===== src/rtl/bcs_pkg.sv =====
package bcs_pkg;

    localparam int unsigned DATA_W   = 16;
    localparam int unsigned LOG_LEN  = 5;
    localparam int unsigned LEVELS   = 4;

    localparam int unsigned SEQ_LEN  = 1 << LOG_LEN;
    localparam int unsigned MAX_DIST = SEQ_LEN / 2;
    localparam int unsigned POS_W    = LOG_LEN;
    localparam int unsigned CFG_W    = $clog2(LOG_LEN + 2);
    localparam int unsigned TAP_W    = $clog2(MAX_DIST);

    typedef logic [DATA_W-1:0] word_t;

    // one stream beat; inside a delay line "valid" marks a finished result
    typedef struct packed {
        logic  valid;
        word_t data;
    } beat_t;

    typedef struct packed {
        logic             active;
        logic [CFG_W-1:0] stage;
        logic [CFG_W-1:0] step;
    } lvl_cfg_t;

    function automatic lvl_cfg_t first_cfg(logic [CFG_W-1:0] stage, logic [CFG_W-1:0] step);
        lvl_cfg_t c;
        c.stage  = stage;
        c.step   = step;
        c.active = (stage != '0) && (stage <= CFG_W'(LOG_LEN)) && (step < stage);
        return c;
    endfunction

    // walk one step further through the network
    function automatic lvl_cfg_t next_cfg(lvl_cfg_t c);
        lvl_cfg_t n;
        if (c.step == '0) begin
            n.stage = c.stage + 1'b1;
            n.step  = c.stage;
        end else begin
            n.stage = c.stage;
            n.step  = c.step - 1'b1;
        end
        n.active = c.active && (n.stage <= CFG_W'(LOG_LEN));
        return n;
    endfunction

    function automatic logic must_swap(word_t lower, word_t upper, logic desc);
        return desc ? (lower < upper) : (lower > upper);
    endfunction

endpackage


===== src/rtl/bcs_commutator.sv =====
module bcs_commutator
    import bcs_pkg::*;
(
    input  logic             clk,
    input  logic             rst,
    input  beat_t            push,
    input  logic [TAP_W-1:0] tap_sel,
    output beat_t            tap
);

    beat_t line [MAX_DIST];

    always_ff @(posedge clk) begin
        if (rst) begin
            for (int k = 0; k < int'(MAX_DIST); k++) begin
                line[k] <= '0;
            end
        end else begin
            line[0] <= push;
            for (int k = 1; k < int'(MAX_DIST); k++) begin
                line[k] <= line[k-1];
            end
        end
    end

    assign tap = line[tap_sel];

endmodule


===== src/rtl/bcs_level.sv =====
module bcs_level
    import bcs_pkg::*;
(
    input  logic     clk,
    input  logic     rst,
    input  lvl_cfg_t cfg,
    input  beat_t    din,
    output beat_t    dout
);

    logic [POS_W-1:0] pos;
    logic [POS_W-1:0] pos_by_step;
    logic [POS_W-1:0] pos_by_stage;
    logic [TAP_W-1:0] tap_sel;
    logic             upper_half;
    logic             desc;
    logic             swap;
    beat_t            tap;
    beat_t            push;
    beat_t            nxt;

    always_ff @(posedge clk) begin
        if (rst) begin
            pos <= '0;
        end else if (din.valid) begin
            pos <= pos + 1'b1;
        end
    end

    always_comb begin
        pos_by_step  = pos >> cfg.step;
        pos_by_stage = pos >> cfg.stage;
        tap_sel      = cfg.active ? TAP_W'((1 << cfg.step) - 1) : '0;
        upper_half   = cfg.active && pos_by_step[0];
        desc         = (cfg.stage < CFG_W'(LOG_LEN)) && pos_by_stage[0];
        swap         = must_swap(tap.data, din.data, desc);

        if (!cfg.active) begin
            nxt  = din;
            push = '0;
        end else if (din.valid && upper_half) begin
            nxt.valid  = 1'b1;
            nxt.data   = swap ? din.data : tap.data;
            push.valid = 1'b1;
            push.data  = swap ? tap.data : din.data;
        end else begin
            nxt        = tap;
            push.valid = 1'b0;
            push.data  = din.valid ? din.data : '0;
        end
    end

    bcs_commutator u_comm (
        .clk     (clk),
        .rst     (rst),
        .push    (push),
        .tap_sel (tap_sel),
        .tap     (tap)
    );

    always_ff @(posedge clk) begin
        if (rst) begin
            dout <= '0;
        end else begin
            dout <= nxt;
        end
    end

endmodule


===== src/rtl/bitonic_cascade.sv =====
module bitonic_cascade
    import bcs_pkg::*;
(
    input  logic              clk,
    input  logic              rst,
    input  logic              in_valid,
    input  logic [DATA_W-1:0] in_data,
    input  logic [CFG_W-1:0]  cfg_stage,
    input  logic [CFG_W-1:0]  cfg_step,
    output logic              out_valid,
    output logic [DATA_W-1:0] out_data
);

    lvl_cfg_t cfg_chain [LEVELS];
    beat_t    link      [LEVELS+1];

    assign cfg_chain[0]  = first_cfg(cfg_stage, cfg_step);
    assign link[0].valid = in_valid;
    assign link[0].data  = in_data;

    for (genvar g = 0; g < int'(LEVELS); g++) begin : g_lvl
        if (g + 1 < int'(LEVELS)) begin : g_adv
            assign cfg_chain[g+1] = next_cfg(cfg_chain[g]);
        end

        bcs_level u_lvl (
            .clk  (clk),
            .rst  (rst),
            .cfg  (cfg_chain[g]),
            .din  (link[g]),
            .dout (link[g+1])
        );
    end

    assign out_valid = link[LEVELS].valid;
    assign out_data  = link[LEVELS].data;

endmodule


===== config.mk =====
export PLATFORM = sky130hd
export DESIGN_NAME = bitonic_cascade
export DESIGN_NICKNAME = d
export VERILOG_FILES = /design/src/rtl/bcs_pkg.sv /design/src/rtl/bcs_commutator.sv /design/src/rtl/bcs_level.sv /design/src/rtl/bitonic_cascade.sv
export SDC_FILE = /design/constraint.sdc
export NUM_CORES = 2
export LEC_CHECK = 0
export BUFFER_PORTS_ARGS = -buffer_cell sky130_fd_sc_hd__buf_2
export CORE_MARGIN = 1
export CORE_UTILIZATION = 55
export DETAILED_ROUTE_END_ITERATION = 12
export HOLD_SLACK_MARGIN = 0.08
export PLACE_DENSITY = 0.71
export RECOVER_POWER = 100
export SLEW_MARGIN = 10
export SYNTH_ARGS = -nofsm -noshare
export SYNTH_HDL_FRONTEND = slang
export SYNTH_HIERARCHICAL = 1
export SYNTH_SLANG_ARGS = --single-unit

===== constraint.sdc =====
create_clock -name clk -period 8.7 [get_ports clk]
set_clock_uncertainty 0.15 [all_clocks]
set_input_delay 0 -clock clk [delete_from_list [all_inputs] [get_ports clk]]
set_output_delay 0 -clock clk [all_outputs]
set_load 0.01 [all_outputs]

; Yosys cells after proc, flatten, opt, wreduce, memory -nomap -nowiden
; Memory sizes are Yosys's and may differ from the RTL's.
; Cells that the tools add are included.
[op_classes]
add_sub_neg = 14
multipliers = 0
div_mod_pow = 0
magnitude_cmp = 17
n_eq_ne = 0
n_shift = 12
n_mux = 106
bitwise = 64
reduce_logical = 21
[ops]
columns = op, n
row1 = two-way mux 17 bit, 80
row2 = two-way mux 16 bit, 12
row3 = > comparator 16 bit, 4
row4 = less-than comparator 16 bit, 4
row5 = bitwise OR 1 bit, 64
row6 = right shift 5 x 3 -> 1 bit, 8
row7 = "adder 5 x 1 -> 5 bit, second input constant", 4
row8 = two-way mux 6 bit, 3
row9 = logical AND 1 bit, 17
row10 = two-way mux 4 bit, 4
row11 = "<< shifter 1 x 3 -> 4 bit, first input constant", 4
row12 = "subtractor 4 x 2 -> 4 bit, second input constant", 4
row13 = "less-or-equal comparator 3 bit, second input constant", 4
row14 = "less-than comparator 3 bit, second input constant", 4
row15 = "adder 3 x 1 -> 3 bit, second input constant", 3
row16 = logical NOT 3 bit, 3
row17 = "subtractor 3 x 1 -> 3 bit, second input constant", 3
row18 = two-way mux 1 bit, 7
row19 = less-than comparator 3 bit, 1
row20 = nonzero test 3 bit, 1
[word_totals]
reg_bits = 88
latch_bits = 0
mem_bits_rw = 1088
rom_bits = 0
input_bits = 25
out_inout_bits = 17
word_cells = 250
mem_count = 4
[memory_table]
columns = memory, depth, word_bits, read_ports, rd_clocked_by_memory_dff, write_ports, line_no
row1 = g_lvl[0].u_lvl.u_comm.line, 16, 17, 16, 0, 16, bcs_commutator.sv:11  ; beat_t line [MAX_DIST];
row2 = g_lvl[1].u_lvl.u_comm.line, 16, 17, 16, 0, 16, bcs_commutator.sv:11
row3 = g_lvl[2].u_lvl.u_comm.line, 16, 17, 16, 0, 16, bcs_commutator.sv:11
row4 = g_lvl[3].u_lvl.u_comm.line, 16, 17, 16, 0, 16, bcs_commutator.sv:11

; Logic depth before layout (Yosys ltp)
; An unclocked memory read counts as a cell.
[logic_depth]
depth_word = 16
ltp_mapped = 37
mapped_depth_nobuf = 32

; Hierarchy
; The synthesis kept the hierarchy.
[by_module_without_submodules]
columns = mod, instances, cells_each, area_each_um2, seq_area_each_um2
row1 = bcs_commutator, 4, 720, 9283.9, 5445.2
row2 = bcs_level, 4, 226, 1846.8, 440.4
row3 = bitonic_cascade, 1, 87, 679.4, 0.0

; Least setup slack after synthesis
; Ideal clock, no wire load.
[synth_path]
path_type = input-to-reg
from = in cfg_step[0]
to = reg g_lvl[3].u_lvl/dout[0] (netlist bit)
setup_time_ns = 0.118
arrival_time_ns = 6.363
required_time_ns = 8.432
path_slack_ns = 2.069
stages = 34
path_buffers = 7
path_cell_list = inv_1 ha_1 nor2b_4 buf_6 o21ai_0 inv_1 ha_1 ha_1 clkbuf_1 o21ai_0 ha_1 and2_1 nor3_1 a21oi_1 o221ai_1 or3_1 ha_1 nor2b_1 clkbuf_1 buf_2 buf_2 mux4_2 a22oi_1 nand2_1 ha_1 and4_1 nand3_2 a2111oi_2 nor3_2 mux2i_4 and2_1 buf_6 buf_12 mux2i_1
[synth_rtl]
columns = element, line_no
row1 = start: declaration, bitonic_cascade.sv:9  ; input logic [CFG_W-1:0] cfg_step,
row2 = end signal: assignment, bcs_level.sv:65  ; dout <= nxt;
row3 = end: declaration, bcs_level.sv:8  ; output beat_t dout

==> out/qor.txt <==
status: complete, but fails checks
failing checks: capacitance limit, slew limit
number of iterations in the first detailed-routing pass: 5
initial core utilization: 0.558
Critical-path top delay cell: and2_0
Total Wirelength: 86,500 um
R2R setup slack: 3.41 ns
Max IR drop VDD: 0.219 mV
Post-synth top flop: dfxtp_1
total track usage: 0.213
Area Overhead vs Synth: 11.1%
HP Class: input pin to flop
Clock Tree Buf Depth: 3
crit path launch: cfg_step[1]
Pwr per Cell Area: 226 nW/um^2
Port Buffers: 41
antenna violations before repair: 3
Nets: 3,959
combinational power share: 0.074
Leak Pwr: 19.0 nW
Internal: 8.70 mW
Setup Viol. Count Final: 0
Cell Area, Synth: 45,200 um^2
CP Capture Type: flop
Netlist cell types: 56
critical path's top delay family: simple AND/OR/NAND/NOR gates
critical path's most frequent cell: ha_1
hold_sp: in_data[3]
fill count: 6,455
Worst Path Buf+Inv: 5
asr flop ratio synth: 0
Synth area leaders: dfxtp_1 (52%), nor2b_1 (15%), mux4_2 (13%)
crit path time final: 8.08 ns
Detail Route Antenna Nets: 0
initial DRC count: 1,461
Max Fanout on Critical Path: 33
power share of the sequential group: 0.479
cell count along the critical path: 23
H-tree Lvls: 3
cell taking the most area after synthesis: dfxtp_1
core area: 80,900 um^2
Final Cycle Share: 0.929
IO Pins: 42
worst hold stages: 5
std cell rows: 104
CTS tree: done
register area: 23,500 um^2
Psw: 2.64 mW
RSZ-0062 raised after global routing: no
sequential share of the synthesized area: 0.521
# DRC: 0
Synth top cells by count: dfxtp_1 (1,176), nor2b_1 (1,107), mux4_2 (256)
vias: 26,500
CTS Sinks: 1,176
drt via density: 5.30
CTS Root Cell: clkbuf_16
TritonCTS Buffers: 113
final hold slack: 0.120 ns
Fmax: 0.124 GHz
worst endpoint required time: 9.15 ns
DP Wirelength: 53,300 um
Post-synth EDFFs: 0
largest net degree at the start of global routing: 239
Max-Cap Viols: 9
multi-input combinational cell area: 19,800 um^2
final hold vios: 0
Mapped Avg Cell Area: 11.7 um^2
reg2reg path depth: 12
worst r2r dst: g_lvl[1].u_lvl/dout[15]
routed len/inst: 17.3 um
clock transition at the registers of the reported paths: 0.06 ns
CP peak stage delay: 1.25 ns
RePlAce Congestion: 0.812
wire length of the first global-routing pass: 143,000 um
setup_tns: 0 ns
post-synth top area share: 0.521
CTS-repair resized insts: 0
Die X: 289 um
area of the die: 83,300 um^2
Critical Path Sink: g_lvl[1].u_lvl/dout[15]
syn nets: 3,980
Synth Warn #: 6
vias in the first global route: 27,000
Cell Chain, Critical Path: dlygate4sd3_1 > buf_2 > inv_1 > ha_1 > mux2_2 > o21ai_0 > inv_1 > or3_1 > ha_1 > xor2_1 > and2_0 > and2_0 > a22oi_1 > nand2_1 > ha_1 > and4_1 > a21oi_1 > o21ai_0 > nor3_2 > mux2i_4 > clkbuf_1 > and2_1 > mux2i_1
FF+latch count, synth: 1,176
clock share of power: 0.447
relative slew slack: -2.35
Clock Latency Late Sink: 0.69 ns
cell with the most instances after synthesis: dfxtp_1
critical setup path kind: input pin to flop
worst slew pin tran: 5.02 ns
layout cells sized above 1: 0.142
Syn Inst Count: 3,871
overall power: 11.3 mW
worst path arrival time: 8.53 ns
Sw Share: 0.233
Worst setup SP type: input pin
Max Slew Vio Count: 857
reg2reg start: g_lvl[1].u_lvl/u_comm/line[8][15]
die height: 289 um
grt total ovfl: 0
[layer usage]
layer  GRT usage  routed length [um]  vias to the layer above
li1            -                   -                    13100
met1       0.290               40700                    12900
met2       0.348               40100                      394
met3      0.0353                3230                      153
met4      0.0684                2390                        2
met5           0                  13                        -
[cells in the final DEF, fill, tap and decap left out, types with 28 or more instances in the layout]
cell / instances
a21oi_1: 28
a22oi_1: 136
buf_4: 32
clkbuf_1: 46
clkbuf_16: 113
clkbuf_8: 33
dfxtp_1: 1176
dlygate4sd3_1: 35
ha_1: 84
inv_1: 149
mux2i_1: 83
mux4_2: 256
nand2_1: 86
nand2b_1: 130
nand4_1: 80
nor2_1: 37
nor2b_1: 1101
o21ai_0: 60
[per-stage QoR]
stage | utilization | cell area (um^2) | std cells | worst slack [ns]
2_1_floorplan | - | 45200 | 3871 | 2.07
3_3_place_gp | 0.569 | 46000 | 4760 | 0.980
3_5_place_dp | 0.569 | 46000 | 4760 | 0.792
4_1_cts | 0.622 | 50300 | 5002 | 1.00
5_1_grt | 0.621 | 50200 | 5004 | 0.139
6_report | 0.621 | 50200 | 5004 | 0.622
[worst min-delay path, delay by kind of cell]
kind,cells,cell delay (ns)
buffers and inverters,2,0.66
AOI/OAI and AO/OA,1,0.07
and+or+nand+nor,2,0.20
[cells by family (layout without fill, tap and decap cells)]
kind of cell	Yosys count	after routing	synth area share
buffers and inverters	418	489	0.0414
adders and majority gates	84	84	0.0233
other	0	2	0
and+or+nand+nor	1507	1507	0.204
AOI/OAI and AO/OA	291	291	0.0433
muxes	366	366	0.161
xor gates and xnor gates	29	29	0.00637
DFF	1176	1176	0.521
[registers in the layout (all words and copies together), names as in the netlist]
| name | flops |
|---|---|
| g_lvl.u_lvl/u_comm/line | 1088 |
| g_lvl.u_lvl/dout | 68 |
| g_lvl.u_lvl/pos | 20 |
[worst min path at each step]
stage               slack (ns)                                end
finish                    0.12   g_lvl[0].u_lvl/u_comm/line[0][3]
global route              0.12             g_lvl[0].u_lvl/dout[1]
CTS                       0.08  g_lvl[0].u_lvl/u_comm/line[0][12]
detailed placement        0.14            g_lvl[0].u_lvl/dout[14]
global placement          0.15            g_lvl[0].u_lvl/dout[14]
floorplan                0.002             g_lvl[0].u_lvl/dout[6]
[power groups by stage]
stage          Clock (mW)  Combinational, mW  Sequential (mW)
2_1_floorplan           0              0.654             5.54
3_3_place_gp            0              0.838             5.55
3_5_place_dp            0              0.843             5.55
4_1_cts              5.20              0.857             5.43
5_1_grt              5.43              0.912             5.43
6_report             5.07              0.842             5.43
[final cells by class]
class | instances | share of cell area
multi-input combinational | 2277 | 0.395
clock inverter | 43 | 0.0120
antenna | 2 | 0.0000996
timing repair buffer | 130 | 0.0200
clock buffer | 164 | 0.0667
tap | 1060 | 0.0264
sequential | 1176 | 0.469
inverter | 152 | 0.0114
[repair_timing]
item	4_1_cts	5_1_grt
hold buffers	35	0
buffers inserted	0	0
endpoints found under the hold margin	150	0
Power figures use the tool's default switching activity.
